File: config.mk
export PLATFORM = sky130hd
export DESIGN_NAME = post_update_store
export DESIGN_NICKNAME = d
export VERILOG_FILES = /design/src/rtl/pus_pkg.sv /design/src/rtl/pus_offset_gen.sv /design/src/rtl/pus_lane_steer.sv /design/src/rtl/pus_req_stage.sv /design/src/rtl/post_update_store.sv
export SDC_FILE = /design/constraint.sdc
export NUM_CORES = 1
export LEC_CHECK = 0
export CAP_MARGIN = 20
export CORE_UTILIZATION = 35
export CTS_BUF_LIST = sky130_fd_sc_hd__clkbuf_4 sky130_fd_sc_hd__clkbuf_8
export CTS_CLUSTER_SIZE = 25
export DETAILED_ROUTE_END_ITERATION = 8
export PLACE_DENSITY_LB_ADDON = 0.15
export SYNTH_ARGS = -nofsm -noshare
export SYNTH_HDL_FRONTEND = slang
export SYNTH_SLANG_ARGS = --single-unit
File: constraint.sdc
create_clock -name clk -period 6.1 [get_ports clk]
set_input_delay 1.22 -clock clk [delete_from_list [all_inputs] [get_ports clk]]
set_output_delay 1.22 -clock clk [all_outputs]
set_load 0.03 [all_outputs]
File: src/rtl/pus_pkg.sv
package pus_pkg;
  localparam int XLEN       = 64;
  localparam int LANES      = XLEN / 8;
  localparam int LANE_IDX_W = $clog2(LANES);

  typedef enum logic [1:0] {
    ACC_BYTE = 2'd0,
    ACC_HALF = 2'd1,
    ACC_WORD = 2'd2,
    ACC_DBL  = 2'd3
  } acc_size_e;

  typedef struct packed {
    logic [XLEN-1:0]  addr;
    logic [LANES-1:0] be;
    logic [XLEN-1:0]  data;
    logic [XLEN-1:0]  upd;
  } store_req_t;
endpackage

File: src/rtl/pus_offset_gen.sv
module pus_offset_gen
  import pus_pkg::*;
#(
  parameter int IMM_W = 16,
  parameter int DS_W  = 14
) (
  input  logic             indexed,
  input  acc_size_e        size,
  input  logic [IMM_W-1:0] imm,
  input  logic [XLEN-1:0]  index_val,
  output logic [XLEN-1:0]  offset
);
  localparam int DSS_W = DS_W + 2;

  logic [XLEN-1:0]  d_ext;
  logic [DSS_W-1:0] ds_scaled;
  logic [XLEN-1:0]  ds_ext;

  // plain displacement, sign-extended
  assign d_ext     = {{(XLEN-IMM_W){imm[IMM_W-1]}}, imm};
  // doubleword form: narrow field, scaled by four before extension
  assign ds_scaled = {imm[DS_W-1:0], 2'b00};
  assign ds_ext    = {{(XLEN-DSS_W){ds_scaled[DSS_W-1]}}, ds_scaled};

  always_comb begin
    if (indexed)               offset = index_val;
    else if (size == ACC_DBL)  offset = ds_ext;
    else                       offset = d_ext;
  end
endmodule

File: src/rtl/pus_lane_steer.sv
module pus_lane_steer
  import pus_pkg::*;
(
  input  acc_size_e             size,
  input  logic [LANE_IDX_W-1:0] lane_off,
  input  logic [XLEN-1:0]       src,
  output logic [LANES-1:0]      be,
  output logic [XLEN-1:0]       data,
  output logic                  crosses
);
  localparam int CNT_W = LANE_IDX_W + 2;

  logic [CNT_W-1:0] nbytes;
  logic [CNT_W-1:0] lane_end;
  logic [XLEN-1:0]  shifted;

  assign nbytes   = CNT_W'(1) << size;
  assign lane_end = CNT_W'(lane_off) + nbytes;
  assign crosses  = lane_end > CNT_W'(LANES);
  assign shifted  = src << {lane_off, 3'b000};

  for (genvar i = 0; i < LANES; i++) begin : g_lane
    assign be[i]          = (CNT_W'(i) >= CNT_W'(lane_off)) && (CNT_W'(i) < lane_end);
    assign data[8*i +: 8] = be[i] ? shifted[8*i +: 8] : 8'h00;
  end
endmodule

File: src/rtl/pus_req_stage.sv
module pus_req_stage
  import pus_pkg::*;
#(
  parameter int REG_IDX_W = 5
) (
  input  logic                 clk,
  input  logic                 rst_n,
  input  logic                 load,
  input  logic                 drain,
  input  store_req_t           nxt,
  input  logic [REG_IDX_W-1:0] nxt_idx,
  output logic                 valid,
  output store_req_t           cur,
  output logic [REG_IDX_W-1:0] cur_idx
);
  always_ff @(posedge clk) begin
    if (!rst_n)      valid <= 1'b0;
    else if (load)   valid <= 1'b1;
    else if (drain)  valid <= 1'b0;
  end

  always_ff @(posedge clk) begin
    if (!rst_n) begin
      cur     <= '0;
      cur_idx <= '0;
    end else if (load) begin
      cur     <= nxt;
      cur_idx <= nxt_idx;
    end
  end
endmodule

File: src/rtl/post_update_store.sv
module post_update_store
  import pus_pkg::*;
#(
  parameter int REG_IDX_W = 5,
  parameter int IMM_W     = 16,
  parameter int DS_W      = 14
) (
  input  logic                 clk,
  input  logic                 rst_n,
  input  logic                 op_valid,
  output logic                 op_ready,
  input  logic [1:0]           op_size,
  input  logic                 op_indexed,
  input  logic [REG_IDX_W-1:0] op_base_idx,
  input  logic [63:0]          op_base_val,
  input  logic [63:0]          op_index_val,
  input  logic [IMM_W-1:0]     op_imm,
  input  logic [63:0]          op_src,
  output logic                 mem_valid,
  input  logic                 mem_ready,
  output logic [63:0]          mem_addr,
  output logic [7:0]           mem_be,
  output logic [63:0]          mem_data,
  output logic                 wb_valid,
  output logic [REG_IDX_W-1:0] wb_idx,
  output logic [63:0]          wb_data,
  output logic                 err_invalid_form,
  output logic                 err_misaligned
);
  acc_size_e        size;
  logic [XLEN-1:0]  offset;
  logic [LANES-1:0] lane_be;
  logic [XLEN-1:0]  lane_data;
  logic             crosses;
  logic             accept;
  logic             bad_form;
  logic             load;
  store_req_t       nxt_req;
  store_req_t       cur_req;

  assign size = acc_size_e'(op_size);

  pus_offset_gen #(.IMM_W(IMM_W), .DS_W(DS_W)) u_offset (
    .indexed   (op_indexed),
    .size      (size),
    .imm       (op_imm),
    .index_val (op_index_val),
    .offset    (offset)
  );

  pus_lane_steer u_steer (
    .size     (size),
    .lane_off (op_base_val[LANE_IDX_W-1:0]),
    .src      (op_src),
    .be       (lane_be),
    .data     (lane_data),
    .crosses  (crosses)
  );

  assign op_ready = !mem_valid || mem_ready;
  assign accept   = op_valid && op_ready;
  assign bad_form = (op_base_idx == '0);
  assign load     = accept && !bad_form && !crosses;

  // memory sees the old base; the register gets the sum (wraps)
  assign nxt_req.addr = op_base_val;
  assign nxt_req.be   = lane_be;
  assign nxt_req.data = lane_data;
  assign nxt_req.upd  = op_base_val + offset;

  pus_req_stage #(.REG_IDX_W(REG_IDX_W)) u_stage (
    .clk     (clk),
    .rst_n   (rst_n),
    .load    (load),
    .drain   (mem_ready),
    .nxt     (nxt_req),
    .nxt_idx (op_base_idx),
    .valid   (mem_valid),
    .cur     (cur_req),
    .cur_idx (wb_idx)
  );

  assign mem_addr = cur_req.addr;
  assign mem_be   = cur_req.be;
  assign mem_data = cur_req.data;
  assign wb_data  = cur_req.upd;
  assign wb_valid = mem_valid && mem_ready;

  always_ff @(posedge clk) begin
    if (!rst_n) begin
      err_invalid_form <= 1'b0;
      err_misaligned   <= 1'b0;
    end else begin
      err_invalid_form <= accept && bad_form;
      err_misaligned   <= accept && !bad_form && crosses;
    end
  end
endmodule

-- Yosys cells after proc, flatten, opt, wreduce, memory -nomap -nowiden
Index checks and enable logic that the tools add are counted.
- $mul: 0
- muxes and demuxes: 12
- reduce and logical (&&, ||, !) cells: 19
- add/sub/neg operators: 2
- div/mod/pow operators: 0
- bitwise logic cells: 0
- equality and inequality tests: 1
- $lt $le $gt $ge: 16
- shifts and indexed selects: 2
- operators with widths (kind ; number):
    $mux W64 ; 2
    $add A64 B64 Y64 ; 1
    $mux W8 ; 8
    $shl A64 B6 Y64 ; 1
    $lt A3 B5 Y1 const A ; 4
    $logic_and A1 B1 Y1 ; 13
    $lt A1 B5 Y1 const A ; 2
    $lt A2 B5 Y1 const A ; 2
    $ge A3 B3 Y1 const A ; 3
    $ge A1 B3 Y1 const A ; 2
    $ge A2 B3 Y1 const A ; 2
    $add A3 B5 Y5 ; 1
    $gt A5 B4 Y1 const B ; 1
    $logic_not A5 Y1 ; 1
    $shl A1 B2 Y5 const A ; 1
    $logic_not A1 Y1 ; 3
    $eq A2 B2 Y1 const B ; 1
    $mux W1 ; 2
    $reduce_bool A2 Y1 ; 1
    $logic_or A1 B1 Y1 ; 1
- RAM bits: 0
- latch bits: 0
- memory bits (read-only): 0
- output and inout port bits: 210
- bits of input ports: 220
- memories kept: 0
- register bits: 208

-- Logic depth before layout (Yosys ltp)
- depth in word-level cells: 6
- gate-level depth with buffers: 17

-- Cells and area by module
From an unflattened synthesis, not the netlist that was laid out.
- cells, all modules: 1719
- area total of the unflattened synthesis: 14991.9 um2
- by module, submodules not included (module ; instances ; cells an instance ; area each (um2)):
    pus_req_stage ; 1 ; 664 ; 7795.0
    post_update_store ; 1 ; 561 ; 3819.9
    pus_lane_steer ; 1 ; 311 ; 2249.7
    pus_offset_gen ; 1 ; 183 ; 1127.3

-- Worst setup path after synthesis
No wires, ideal clock.
- kind: input port to flip-flop
- from: input op_size[0]
- to: register u_stage.cur[61] (netlist bit)
- path buffers: 2
- slack: 1.400 ns
- arrival: 4.638 ns
- cell stages on the path: 16
- required time: 6.038 ns
- path through: and2_1 > clkbuf_1 > buf_1 > mux2i_1 > o21ai_0 > ha_1 > a21o_1 > a21o_1 > a21oi_2 > o31ai_4 > a21o_4 > a41o_4 > a31o_4 > nor3b_1 > or4_1 > nand3_1
- longest elaborated chain between the ends: 5
- elaborated cells between the ends (all ways): 9
- classes of those cells: add/sub: 2; order compare: 1; eq/ne: 1; shift: 1; mux: 2; reduce/logical: 2
- ends and longest elaborated chain (what ; RTL line ; source):
    start: declaration ; post_update_store.sv:12 ; input logic [1:0] op_size,
    branches (longest 5 deep; another with $add A64 B64 Y64) ; - ;
    end signal: assignment ; pus_req_stage.sv:27 ; cur <= nxt;
    end: declaration ; pus_req_stage.sv:13 ; output store_req_t cur,
Parallel ways; which one is timed is not known.
A chain may end at the register's enable or synchronous reset.

-- Final worst setup path
- from: input op_size[0]
- to: register u_stage.cur[63] (netlist bit)
Same word-level chain as after synthesis.

==> impl_metrics.toml <==
[status]
run_status = "finished, final reports clean"

[synth]
avgSynthCellArea_um2 = 7.295
ys_seq_elements = 208
synth.yosys.seq_area_share_pct = 31.11
synth_edf_count = 0
yosys_warnings = 0
yosysUniqueCellTypes = 74
synth_nets = 2123
synthArstFlopShare_pct = 0
ys.flop_type = "dfxtp_1"
synth_area_um2 = 13390
synth_cells = 1835

[power_and_ir_drop]
ir_drop_mv = 0.1854
power-per-cell-area_nw_per_um2 = 251.4
leakage_nw = 7.318

[worst_hold_path]
min_path_type = "reg2reg"
hold-path-endpoint = "u_stage.cur[169]"
holdCritStartpoint = "u_stage.cur[169]"
min_path_cells = 2

[layout]
final_util_pct = 50.16
drive_gt1_share_pct = 5.633
area_growth_pct = 41.13
final_cell_mix = "clkdlybuf4s50_1, nand2_1, a21oi_1"
nets = 2482
mostFrequentLayoutCell = "clkdlybuf4s50_1"

[worst_setup_path]
cp-start-kind = "input port"
critPathTopFamily = "compound AO/OA/AOI/OAI gates"
r2r_start = "u_stage.valid"
cp_data_arrival_time_ns = 5.60
regToRegSetupSlack_ns = 3.94
crit_path_end_kind = "register"
slowest_delay_ns = 0.56
path_cells = "clkdlybuf4s50_1 > nand2_1 > a211oi_4 > buf_12 > a21oi_1 > ha_1 > nand4_1 > or3_1 > a21oi_1 > o21ai_0 > o21ai_0 > a211oi_1 > mux2i_1 > a311o_1"
r2r_cells = 7
critPathRequiredTime_ns = 6.58
critPathMaxFanout = 49
slowest_stage = "clkdlybuf4s50_1"
criticalPathCategory = "in2reg"
cp_num_buf_inv = 2
r2r-end = "u_stage.cur[57]"

[cts]
cts_tree = "built"
cts-resized-gates = 0
h-tree-depth = 2
clock-sinks = 208
cts_root_buffer = "clkbuf_8"
clk_latency_ns = 0.58
post-cts-setup-buffer-count = 0
clock_path_buffers = 3
clk_pin_slew_ns = 0.06
postCtsHoldBufs = 0
cts_buffers = 40

[sta]
post-route-min-period_ns = 5.120
worst_pin_slew_ns = 0.9898
fin_crit_sh_pct = 83.94
fmax_mhz = 195.3
rsz0062_at_grt = "false"
setup_tns_ns = 0
hold_violations = 0
max_slew_margin_pct = 34.02
setup_violations = 0
finClkSkew_ns = 0.02688
slew_violations = 0

[floorplan]
die_w_um = 197.6
initial_core_util_pct = 35.54
dieArea_um2 = 39030
pin_count = 430
die_h_um = 197.6
rows = 71
coreArea_um2 = 37670

[global_route]
gr-total-overflow = 0
grt_pass1_vias = 13960
track_usage_pct = 25.75
antenna_found_initial = 3
grt_max_degree = 114
grt_pass1_wl_mm = 78.50

[detailed_routing]
routed_via_density = 5.295
drt-total-wl_mm = 51.70
wl_met1_mm = 21.98
drc_errors = 0
met3WireLength_mm = 3.560
dr.pass1.iters = 6
drt-initial-drc-count = 999
drtAntennaViolNets = 0
dr_total_vias = 14470
wl_met2_mm = 24.61
top_layer = "met5"
avgRoutedWirePerCell_um = 18.92

[run]
cap_viol_max_count = 0

[placed_design]
io_buffers = 429
dp_hpwl_mm = 38.65
gp_congestion = 0.8905
stage by stage:
step                total power, mW  setup WS, ns  hold WS [ns]  instance area (µm²)  instances
floorplan                     2.593         1.400        0.5726                13390       1835
global placement              3.245        0.4588        0.4349                18010       2663
detailed placement            3.252        0.3931        0.4433                18010       2663
CTS                           4.811         1.043        0.4522                18890       2730
global route                  5.016        0.7288        0.4700                18890       2731
finish                        4.749        0.9798        0.4496                18890       2732
worst reg2reg max path: cells and delay by family, from the launching register on:
family / cells / cell delay (ns)
AO/OA/AOI/OAI: 1 / 0.09
buffers and inverters: 1 / 0.28
flip-flops: 1 / 0.31
multiplexers: 1 / 0.07
AND/OR/NAND/NOR: 4 / 1.29
routing by layer:
layer	vias to the layer above	global-route usage [%]
li1	7167	-
met1	6736	31.41
met2	478	43.73
met3	83	6.351
met4	2	9.159
met5	-	0
synthesized netlist by cell type, types with 3 or more instances:
master / number / share of area [%]
a211oi_1: 48 / 2.7
a21o_1: 22 / 1.2
a21oi_1: 303 / 11
a21oi_2: 3 / 0.20
a22o_1: 3 / 0.20
a22oi_1: 32 / 1.8
a2bb2oi_1: 7 / 0.46
a311o_1: 4 / 0.30
a31oi_1: 13 / 0.61
and2_1: 19 / 0.89
and3_1: 6 / 0.28
and4_1: 3 / 0.20
buf_1: 6 / 0.17
buf_2: 5 / 0.19
clkbuf_1: 126 / 3.5
dfxtp_1: 208 / 31
ha_1: 66 / 6.2
inv_1: 73 / 2.0
mux2_2: 8 / 0.67
mux2i_1: 62 / 4.6
nand2_1: 310 / 8.7
nand2b_1: 17 / 0.79
nand3_1: 24 / 0.90
nand3b_1: 4 / 0.22
nand4_1: 27 / 1.3
nor2_1: 148 / 4.1
nor2b_1: 24 / 1.1
nor3_1: 24 / 0.90
nor4_1: 4 / 0.19
o211ai_1: 9 / 0.50
o21a_1: 8 / 0.45
o21ai_0: 85 / 3.2
o21ai_1: 9 / 0.34
o21bai_1: 16 / 0.90
or3_1: 4 / 0.19
or4_1: 6 / 0.34
xnor2_1: 30 / 2.0
xor2_1: 20 / 1.3
where the power goes:
part / internal (mW) / switching (mW)
Clock: 0.888 / 0.631
Combinational: 0.690 / 1.01
Sequential: 1.47 / 0.0599
Total: 3.05 / 1.70
cell type report:
| type | count | area (µm²) |
|---|---|---|
| Antenna cell | 2 | 5.005 |
| Clock buffer | 62 | 815.8 |
| Clock inverter | 5 | 56.30 |
| Fill cell | 3814 | 18770 |
| Inverter | 74 | 282.8 |
| Multi-Input combinational cell | 1416 | 8439 |
| Sequential cell | 208 | 4164 |
| Tap cell | 511 | 639.4 |
| Timing Repair Buffer | 454 | 4489 |
logic make-up after synthesis:
| logic type | Yosys count | share of synthesized area (%) |
|---|---|---|
| simple gates | 632 | 20.93 |
| compound gates | 596 | 26.96 |
| buf+inv | 211 | 5.963 |
| flops | 208 | 31.11 |
| mux | 70 | 5.309 |
| fa+ha+maj | 68 | 6.468 |
| xor+xnor | 50 | 3.271 |
how the worst max path moves through the flow:
| stage | start | to | slack [ns] | cells after the start |
|---|---|---|---|---|
| after CTS | op_size[0] | u_stage.cur[63] | 1.04 | 14 |
| after global routing | op_size[0] | u_stage.cur[62] | 0.73 | 16 |
| after detailed placement | op_size[0] | u_stage.cur[63] | 0.39 | 14 |
| after floorplan | op_size[0] | u_stage.cur[61] | 1.40 | 16 |
| after global placement | op_size[0] | u_stage.cur[63] | 0.46 | 14 |
| final | op_size[0] | u_stage.cur[63] | 0.98 | 14 |
registers in the layout (all words and copies together), names as in the netlist:
signal / cells
err_invalid_form: 1
u_stage.cur: 200
u_stage.cur_idx: 5
u_stage.valid: 1
err_misaligned: 1
Note: power is estimated with default switching activity, not from simulation.
